===== src/rtl/osc_cfg_pkg.sv =====
package osc_cfg_pkg;
  localparam int DATA_W = 8;
  localparam int ADDR_W = 8;
  localparam int DAC_W  = 10;
  localparam int DIV_W  = 4;
  localparam int DEV_W  = 3;
  localparam int OFS_W  = 5;
  localparam int LO_W   = DAC_W - DATA_W;  // DAC bits held in the low register
  localparam int NREG   = 7;

  localparam int IDX_DIV = 0;
  localparam int IDX_DACH = 1;
  localparam int IDX_DACL = 2;
  localparam int IDX_DEV = 3;
  localparam int IDX_OFS = 4;
  localparam int IDX_RNG = 5;
  localparam int IDX_EE = 6;

  localparam logic [ADDR_W-1:0] REG_ADDR [NREG] =
    '{8'h02, 8'h08, 8'h09, 8'h0D, 8'h0E, 8'h37, 8'h3F};

  localparam logic [DAC_W-1:0] DAC_DEFAULT = 10'h1F4;

  typedef struct packed {
    logic [DIV_W-1:0] div;
    logic             dither;
    logic [DAC_W-1:0] dac;
    logic [DEV_W-1:0] dev;
    logic             wc;
    logic [OFS_W-1:0] ofs;
  } cfg_t;
endpackage


===== src/rtl/osc_cfg_decode.sv =====
module osc_cfg_decode
  import osc_cfg_pkg::*;
(
  input  logic [ADDR_W-1:0] addr_i,
  output logic [NREG-1:0]   sel_o
);
  for (genvar i = 0; i < NREG; i++) begin : g_sel
    assign sel_o[i] = (addr_i == REG_ADDR[i]);
  end
endmodule


===== src/rtl/osc_cfg_shadow.sv =====
module osc_cfg_shadow
  import osc_cfg_pkg::*;
#(
  parameter int   BUSY_CYCLES = 8,
  parameter cfg_t DEFAULT_CFG = '0
) (
  input  logic clk_i,
  input  logic rst_ni,
  input  logic por_ni,
  input  logic commit_i,
  input  cfg_t cfg_i,
  output cfg_t shadow_o,
  output logic busy_o
);
  localparam int CNT_W = $clog2(BUSY_CYCLES + 1);
  localparam logic [CNT_W-1:0] CNT_LOAD = CNT_W'(BUSY_CYCLES);

  cfg_t             shadow_q;
  logic [CNT_W-1:0] cnt_q;

  always_ff @(posedge clk_i or negedge por_ni) begin
    if (!por_ni)       shadow_q <= DEFAULT_CFG;
    else if (commit_i) shadow_q <= cfg_i;
  end

  always_ff @(posedge clk_i or negedge rst_ni) begin
    if (!rst_ni)           cnt_q <= '0;
    else if (commit_i)     cnt_q <= CNT_LOAD;
    else if (cnt_q != '0)  cnt_q <= cnt_q - 1'b1;
  end

  assign shadow_o = shadow_q;
  assign busy_o   = (cnt_q != '0);

  assert_commit_R5: assert property (@(posedge clk_i) disable iff (!rst_ni || !por_ni)
    commit_i |=> (shadow_q == $past(cfg_i)) && busy_o);
  assert_busy_count_R5: assert property (@(posedge clk_i) disable iff (!rst_ni || !por_ni)
    (busy_o && !commit_i) |=> (cnt_q == $past(cnt_q) - 1'b1));
endmodule


===== src/rtl/osc_cfg_regs.sv =====
module osc_cfg_regs
  import osc_cfg_pkg::*;
#(
  parameter int               BUSY_CYCLES = 8,
  parameter logic [OFS_W-1:0] RANGE_OS    = 5'd16
) (
  input  logic              clk_i,
  input  logic              rst_ni,
  input  logic              por_ni,
  input  logic              wr_en_i,
  input  logic [ADDR_W-1:0] addr_i,
  input  logic [DATA_W-1:0] wdata_i,
  output logic [DATA_W-1:0] rdata_o,
  output logic              busy_o,
  output logic [DIV_W-1:0]  div_o,
  output logic              dither_o,
  output logic [DAC_W-1:0]  dac_o,
  output logic [DEV_W-1:0]  dev_addr_o,
  output logic              wc_o,
  output logic [OFS_W-1:0]  ofs_o,
  output logic [OFS_W-1:0]  range_o
);
  localparam cfg_t CFG_DEFAULT = '{div: '0, dither: 1'b0, dac: DAC_DEFAULT,
                                   dev: '0, wc: 1'b0, ofs: RANGE_OS};

  logic [NREG-1:0] sel;
  cfg_t            cfg_q;
  cfg_t            shadow_cfg;
  logic            load_q;
  logic            busy;
  logic            wr_ok;
  logic            commit;

  osc_cfg_decode u_dec (.addr_i(addr_i), .sel_o(sel));

  assign wr_ok  = wr_en_i && !busy && !load_q;
  assign commit = wr_ok && sel[IDX_EE];

  osc_cfg_shadow #(.BUSY_CYCLES(BUSY_CYCLES), .DEFAULT_CFG(CFG_DEFAULT)) u_shadow (
    .clk_i(clk_i), .rst_ni(rst_ni), .por_ni(por_ni), .commit_i(commit),
    .cfg_i(cfg_q), .shadow_o(shadow_cfg), .busy_o(busy)
  );

  // first edge after reset release copies the shadow in
  always_ff @(posedge clk_i or negedge rst_ni) begin
    if (!rst_ni) begin
      cfg_q  <= CFG_DEFAULT;
      load_q <= 1'b1;
    end else if (load_q) begin
      cfg_q  <= shadow_cfg;
      load_q <= 1'b0;
    end else if (wr_ok) begin
      if (sel[IDX_DIV]) begin
        cfg_q.div    <= wdata_i[DIV_W-1:0];
        cfg_q.dither <= wdata_i[DIV_W];
      end
      if (sel[IDX_DACH]) cfg_q.dac[DAC_W-1:LO_W] <= wdata_i;
      if (sel[IDX_DACL]) cfg_q.dac[LO_W-1:0]     <= wdata_i[DATA_W-1 -: LO_W];
      if (sel[IDX_DEV]) begin
        cfg_q.dev <= wdata_i[DEV_W-1:0];
        cfg_q.wc  <= wdata_i[DEV_W];
      end
      if (sel[IDX_OFS]) cfg_q.ofs <= wdata_i[OFS_W-1:0];
    end
  end

  always_comb begin
    rdata_o = '0;
    if (sel[IDX_DIV])  rdata_o = DATA_W'({cfg_q.dither, cfg_q.div});
    if (sel[IDX_DACH]) rdata_o = cfg_q.dac[DAC_W-1:LO_W];
    if (sel[IDX_DACL]) rdata_o = {cfg_q.dac[LO_W-1:0], {(DATA_W-LO_W){1'b0}}};
    if (sel[IDX_DEV])  rdata_o = DATA_W'({cfg_q.wc, cfg_q.dev});
    if (sel[IDX_OFS])  rdata_o = DATA_W'(cfg_q.ofs);
    if (sel[IDX_RNG])  rdata_o = DATA_W'(RANGE_OS);
  end

  assign busy_o     = busy;
  assign div_o      = cfg_q.div;
  assign dither_o   = cfg_q.dither;
  assign dac_o      = cfg_q.dac;
  assign dev_addr_o = cfg_q.dev;
  assign wc_o       = cfg_q.wc;
  assign ofs_o      = cfg_q.ofs;
  assign range_o    = RANGE_OS;

  assert_sel_onehot_R1: assert property (@(posedge clk_i) disable iff (!rst_ni)
    $onehot0(sel));
  assert_range_ro_R3: assert property (@(posedge clk_i) disable iff (!rst_ni || !por_ni)
    (wr_en_i && !load_q && sel[IDX_RNG]) |=> $stable(cfg_q));
  assert_unmapped_R4: assert property (@(posedge clk_i) disable iff (!rst_ni || !por_ni)
    (wr_en_i && !load_q && !(|sel)) |=> $stable(cfg_q));
  assert_busy_hold_R6: assert property (@(posedge clk_i) disable iff (!rst_ni || !por_ni)
    (wr_en_i && !load_q && busy) |=> $stable(cfg_q));
  assert_reload_R7: assert property (@(posedge clk_i) disable iff (!rst_ni || !por_ni)
    load_q |=> (cfg_q == $past(shadow_cfg)));
endmodule


===== config.mk =====
export PLATFORM = sky130hd
export DESIGN_NAME = osc_cfg_regs
export DESIGN_NICKNAME = d
export VERILOG_FILES = /design/src/rtl/osc_cfg_pkg.sv /design/src/rtl/osc_cfg_decode.sv /design/src/rtl/osc_cfg_shadow.sv /design/src/rtl/osc_cfg_regs.sv
export SDC_FILE = /design/constraint.sdc
export NUM_CORES = 1
export LEC_CHECK = 0
export BUFFER_PORTS_ARGS = -buffer_cell sky130_fd_sc_hd__buf_2
export CAP_MARGIN = 20
export CORE_ASPECT_RATIO = 1.5
export CORE_MARGIN = 10
export CORE_UTILIZATION = 35
export CTS_CLUSTER_DIAMETER = 50
export CTS_CLUSTER_SIZE = 12
export DETAILED_ROUTE_END_ITERATION = 16
export REMOVE_ABC_BUFFERS = 1
export SYNTH_ARGS = -nofsm -noshare
export SYNTH_HDL_FRONTEND = slang
export SYNTH_SLANG_ARGS = --single-unit

===== constraint.sdc =====
create_clock -name clk_i -period 4.25 [get_ports clk_i]
set_input_delay 0.2125 -clock clk_i [delete_from_list [all_inputs] [get_ports clk_i]]
set_output_delay 0.2125 -clock clk_i [all_outputs]
set_load 0.02 [all_outputs]

# Word-level counts from Yosys, hierarchy flattened
# Index checks and enable logic that the tools add are counted.
# word_totals
wordCells	56
in_bits	20
regBits	53
output_inout_bits	38
# op_classes
reduce_logical	18
n_addsub	1
n_eq_ne	7
muxes	15
# op_table
cell	n
2-to-1 mux 24 bit	2
2-to-1 mux 8 bit	6
== test 8 x 4 -> 1 bit, second input constant	4
== test 8 x 6 -> 1 bit, second input constant	2
2-to-1 mux 5 bit	3
nonzero test 2 bit	7
2-to-1 mux 4 bit	3
AND reduction 2 bit	5
== test 8 x 2 -> 1 bit, second input constant	1
nonzero test 4 bit	1
subtractor 4 x 1 -> 4 bit, second input constant	1
logical AND 1 bit	3
zero test 1 bit	2
2-to-1 mux 2 bit	1

# Depth between registers and ports, before layout
# logic_depth
word_depth	7
ltp_mapped	7
ltp_nobuf	6

# By module
# From an unflattened synthesis, not the netlist that was laid out.
# unflattened
hier_cells	261
area_unflattened_um2	2725.1
# modules_own_cells
mod	area_per_inst_um2	n_inst	cells_each	seq_area_each_um2
osc_cfg_regs	1508.9	1	176	635.6
osc_cfg_shadow	1112.3	1	71	709.4
osc_cfg_decode	103.8	1	14	0.0

# Worst setup path before layout
# No wires, ideal clock.
# synth_timing
kind	register to register
startpoint	reg u_shadow.cnt_q[0]
endpoint	reg u_shadow.shadow_q (netlist bit u_shadow.shadow_o[0])
stages_incl_launch_ff	8
t_required_ps	4125
arrival_ps	1733
period_less_slack_ps	1857
slack_ps	2393
setup_ps	125
n_path_buf	2
path_cell_list	dfrtp_1 > inv_1 > ha_1 > and4bb_2 > and4bb_1 > buf_6 > buf_12 > mux2_2
# synth_between
elab_chain_len	5
# synth_rtl
item	line_no	rtl
start, declared	osc_cfg_shadow.sv:19	logic [CNT_W-1:0] cnt_q;
start signal, assigned	osc_cfg_shadow.sv:29	else if (cnt_q != '0) cnt_q <= cnt_q - 1'b1;
nonzero test 4 bit	osc_cfg_shadow.sv:33	assign busy_o = (cnt_q != '0);
zero test 1 bit	osc_cfg_regs.sv:36	assign wr_ok = wr_en_i && !busy && !load_q;
logical AND 1 bit (2 in series)	osc_cfg_regs.sv:36	
logical AND 1 bit	osc_cfg_regs.sv:37	assign commit = wr_ok && sel[IDX_EE];
end signal, assigned	osc_cfg_shadow.sv:23	else if (commit_i) shadow_q <= cfg_i;
end, declared	osc_cfg_shadow.sv:18	cfg_t shadow_q;
# No other way between the ends.
# A chain may end at the register's enable or synchronous reset.

# Final worst setup path
# layout_timing
startpoint	reg u_shadow.cnt_q[0]
endpoint	reg u_shadow.shadow_q (netlist bit u_shadow.shadow_o[5])
# Same word-level chain as after synthesis.

==> run summary <==
status: finished clean
Bufs and invs on worst path: 2
Lkg Pwr: 1.62 nW
Place WS: 1.88 ns
drt drc: 0
crit path time final: 2.35 ns
YS warnings: 0
CTS root buffer: clkbuf_16
Final Hold Fails: 0
gpl congestion: 0.796
# port buffers: 52
Clk Latency, worst-skew pair: 0.29 ns
R2R Path Start: u_shadow.cnt_q[0]$_DFFE_PN0P_
synth top area cells: dfrtp_1 34%, mux2_2 29%, dfstp_2 14%, buf_4 1.6%, buf_12 1.4%
via count: 1,843
DP HPWL: 4800 um
vias per std cell: 5.04
H-tree depth: 2
crit path launch: u_shadow.cnt_q[0]$_DFFE_PN0P_
grt total ovfl: 0
top-area cell type share of the netlist area: 34.3%
CTS resizes: 0
Seq cells post-synth: 53
ys async rst share: 100%
Power Density: 357 nW/um^2
Clock Sinks: 53
Critical Path RT: 4.42 ns
share of post-route cells with drive strength above 1: 58.7%
CP Launch Type: flip-flop
Setup Skew: 0.00579 ns
Antenna Cells: 0
CP Cell Sequence: inv_1 > ha_1 > and4bb_2 > and4bb_1 > buf_4 > mux2_2
Max Fclk: 426 MHz
critical hold path startpoint: wdata_i[5]
main flop type after synthesis: dfrtp_1
CP top delay family: simple AND/OR/NAND/NOR gates
gr usage total: 11.3%
CP Data Arrival Time: 2.52 ns
core area: 7660 um^2
Netlist cell types: 40
crit-path max FO: 18
total die area: 12,000 um^2
DRT antenna net count: 0
# rows: 39
Max clock buf depth: 2
CP Class: reg2reg
Slew @ Worst Pin: 0.680 ns
Placed Cells incl. Taps: 356
Reg2Reg Depth: 6
CP peak stage delay: 0.50 ns
Die X: 92.7 um
RSZ-0062 raised after global routing: no
final net count: 284
Final Cycle Share: 55.3%
final wirelength: 6540 um
Max-Cap Viols: 0
initial antenna violation count: 0
1st-iter DRT viols: 118
Filler cells: 730
clk slew on worst S/H paths: 0.06 ns
Die H: 129 um
max-slew violations: 0
Cells after Synth: 212
Pwr Total: 1.16 mW
Final setup viols: 0
first-pass GRT wire length: 10,700 um
most common cell in the netlist: mux2_2
Worst VDD drop: 228 uV
final core utilization: 42.4%
critical path's slowest cell: and4bb_1
DR pass1 iterations: 5
Area Overhead vs Synth: 17.2%
final setup margin: 1.90 ns
crit end category: flip-flop
Hold Path Stages: 3
syn avg cell area: 13.1 um^2
CTS tree: done
I/O pin count: 58
WL/cell: 17.9 um
Relative slew margins: 54.3%
setup TNS: 0 ns
sequential share of the synthesized area: 48.5%
Post-synth EDFFs: 0
Synth top cells by count: 71 x mux2_2, 38 x dfrtp_1, 15 x dfstp_2, 10 x nor2_1
post-route non-filler standard cell count: 366
vias in the first global route: 2,000
Mapped Area: 2770 um^2
Initial Utilization: 36.2%
Yosys top cell by area: dfrtp_1
worst hold-check path type: in2reg
largest net degree at the start of global routing: 30
total CTS buffers: 5
WP depth: 6
[worst register-to-register path: cells and delay by family, from the launching register on]
kind,cells,cell delay [ns]
and+or+nand+nor,2,0.84
adders and majority gates,1,0.22
muxes,1,0.37
DFF,1,0.37
buffers and inverters,2,0.44
[state kept, by name, summed over array words and instances, names as in the netlist]
| signal | flops |
|---|---|
| wc_o | 1 |
| div_o | 4 |
| dither_o | 1 |
| dev_addr_o | 3 |
| u_shadow.shadow_o | 24 |
| ofs_o | 5 |
| u_shadow.cnt_q | 4 |
| dac_o | 10 |
| load_q | 1 |
[placed cells by master, fill, tap and decap left out, drive strengths merged, types with 2 or more instances in the layout]
cell | netlist | final
a222oi | 3 | 3
mux2i | 2 | 2
buf | 11 | 53
inv | 4 | 4
a21oi | 4 | 4
and4bb | 2 | 2
conb | 2 | 6
nor4b | 2 | 2
clkbuf | 4 | 7
and2b | 2 | 2
mux2 | 72 | 72
nand4 | 5 | 5
a21o | 3 | 3
and3 | 2 | 2
and2 | 3 | 3
nor2 | 10 | 10
nand3 | 5 | 5
nor2b | 2 | 2
dfrtp | 38 | 38
dfstp | 15 | 15
nand2 | 2 | 2
o21ai | 6 | 6
nand2b | 2 | 2
or3 | 2 | 2
dlygate4sd3 | 0 | 2
[routing by layer]
metal	part of all wire, %	wire length [um]	vias up	track usage, %
met5	0	0	-	0
met4	0.99	65	0	3.37
met3	5.9	387	5	3.08
met2	49	3220	56	19.1
met1	44	2860	920	13.7
li1	-	-	862	-
[through the flow]
stage / hold WS [ns] / area, um^2
after detailed placement: 0.243 / 3050
after floorplan: -0.0831 / 2660
final: 0.295 / 3250
after global placement: 0.241 / 3050
after global routing: 0.315 / 3250
after CTS: 0.291 / 3250
[worst paths after layout]
path / end / slack, ns
hold reg to reg: wc_o$_DFFE_PN0P_ / 0.50
setup reg to reg: u_shadow.shadow_o[5]$_DFFE_PN0P_ / 1.90
max in group asynchronous: ofs_o[0]$_DFFE_PN0P_ / 3.30
min in group asynchronous: u_shadow.shadow_o[8]$_DFFE_PN0P_ / 0.46
setup / recovery: u_shadow.shadow_o[5]$_DFFE_PN0P_ / 1.90
hold / removal: dac_o[7]$_DFFE_PN1P_ / 0.30
[layout make-up]
cell class	instances	area, um^2	area share [%]
flip-flops and latches	53	1350	41.4
multi-input cells	144	1300	40.0
repair buffers	55	288	8.86
clock buffers	7	143	4.39
well taps	102	128	3.93
clock inverters	1	30.0	0.925
inverters	4	15.0	0.462
[kinds of logic after synthesis]
group / share of synthesized area (%)
muxes: 30.0
DFF: 48.5
and+or+nand+nor: 10.7
AOI/OAI and AO/OA: 4.65
buffers and inverters: 5.15
other: 0.271
adders and majority gates: 0.451
xor gates and xnor gates: 0.316
[timing repair]
action | in CTS | in global routing
hold endpoints to repair | 25 | 0
buffers inserted | 0 | 0
hold buffers | 2 | 0
[power breakdown]
group	switching, mW	internal (mW)
Combinational	0.0870	0.0587
Sequential	0.0176	0.525
Clock	0.175	0.294
Note: power is estimated with default switching activity, not from simulation.
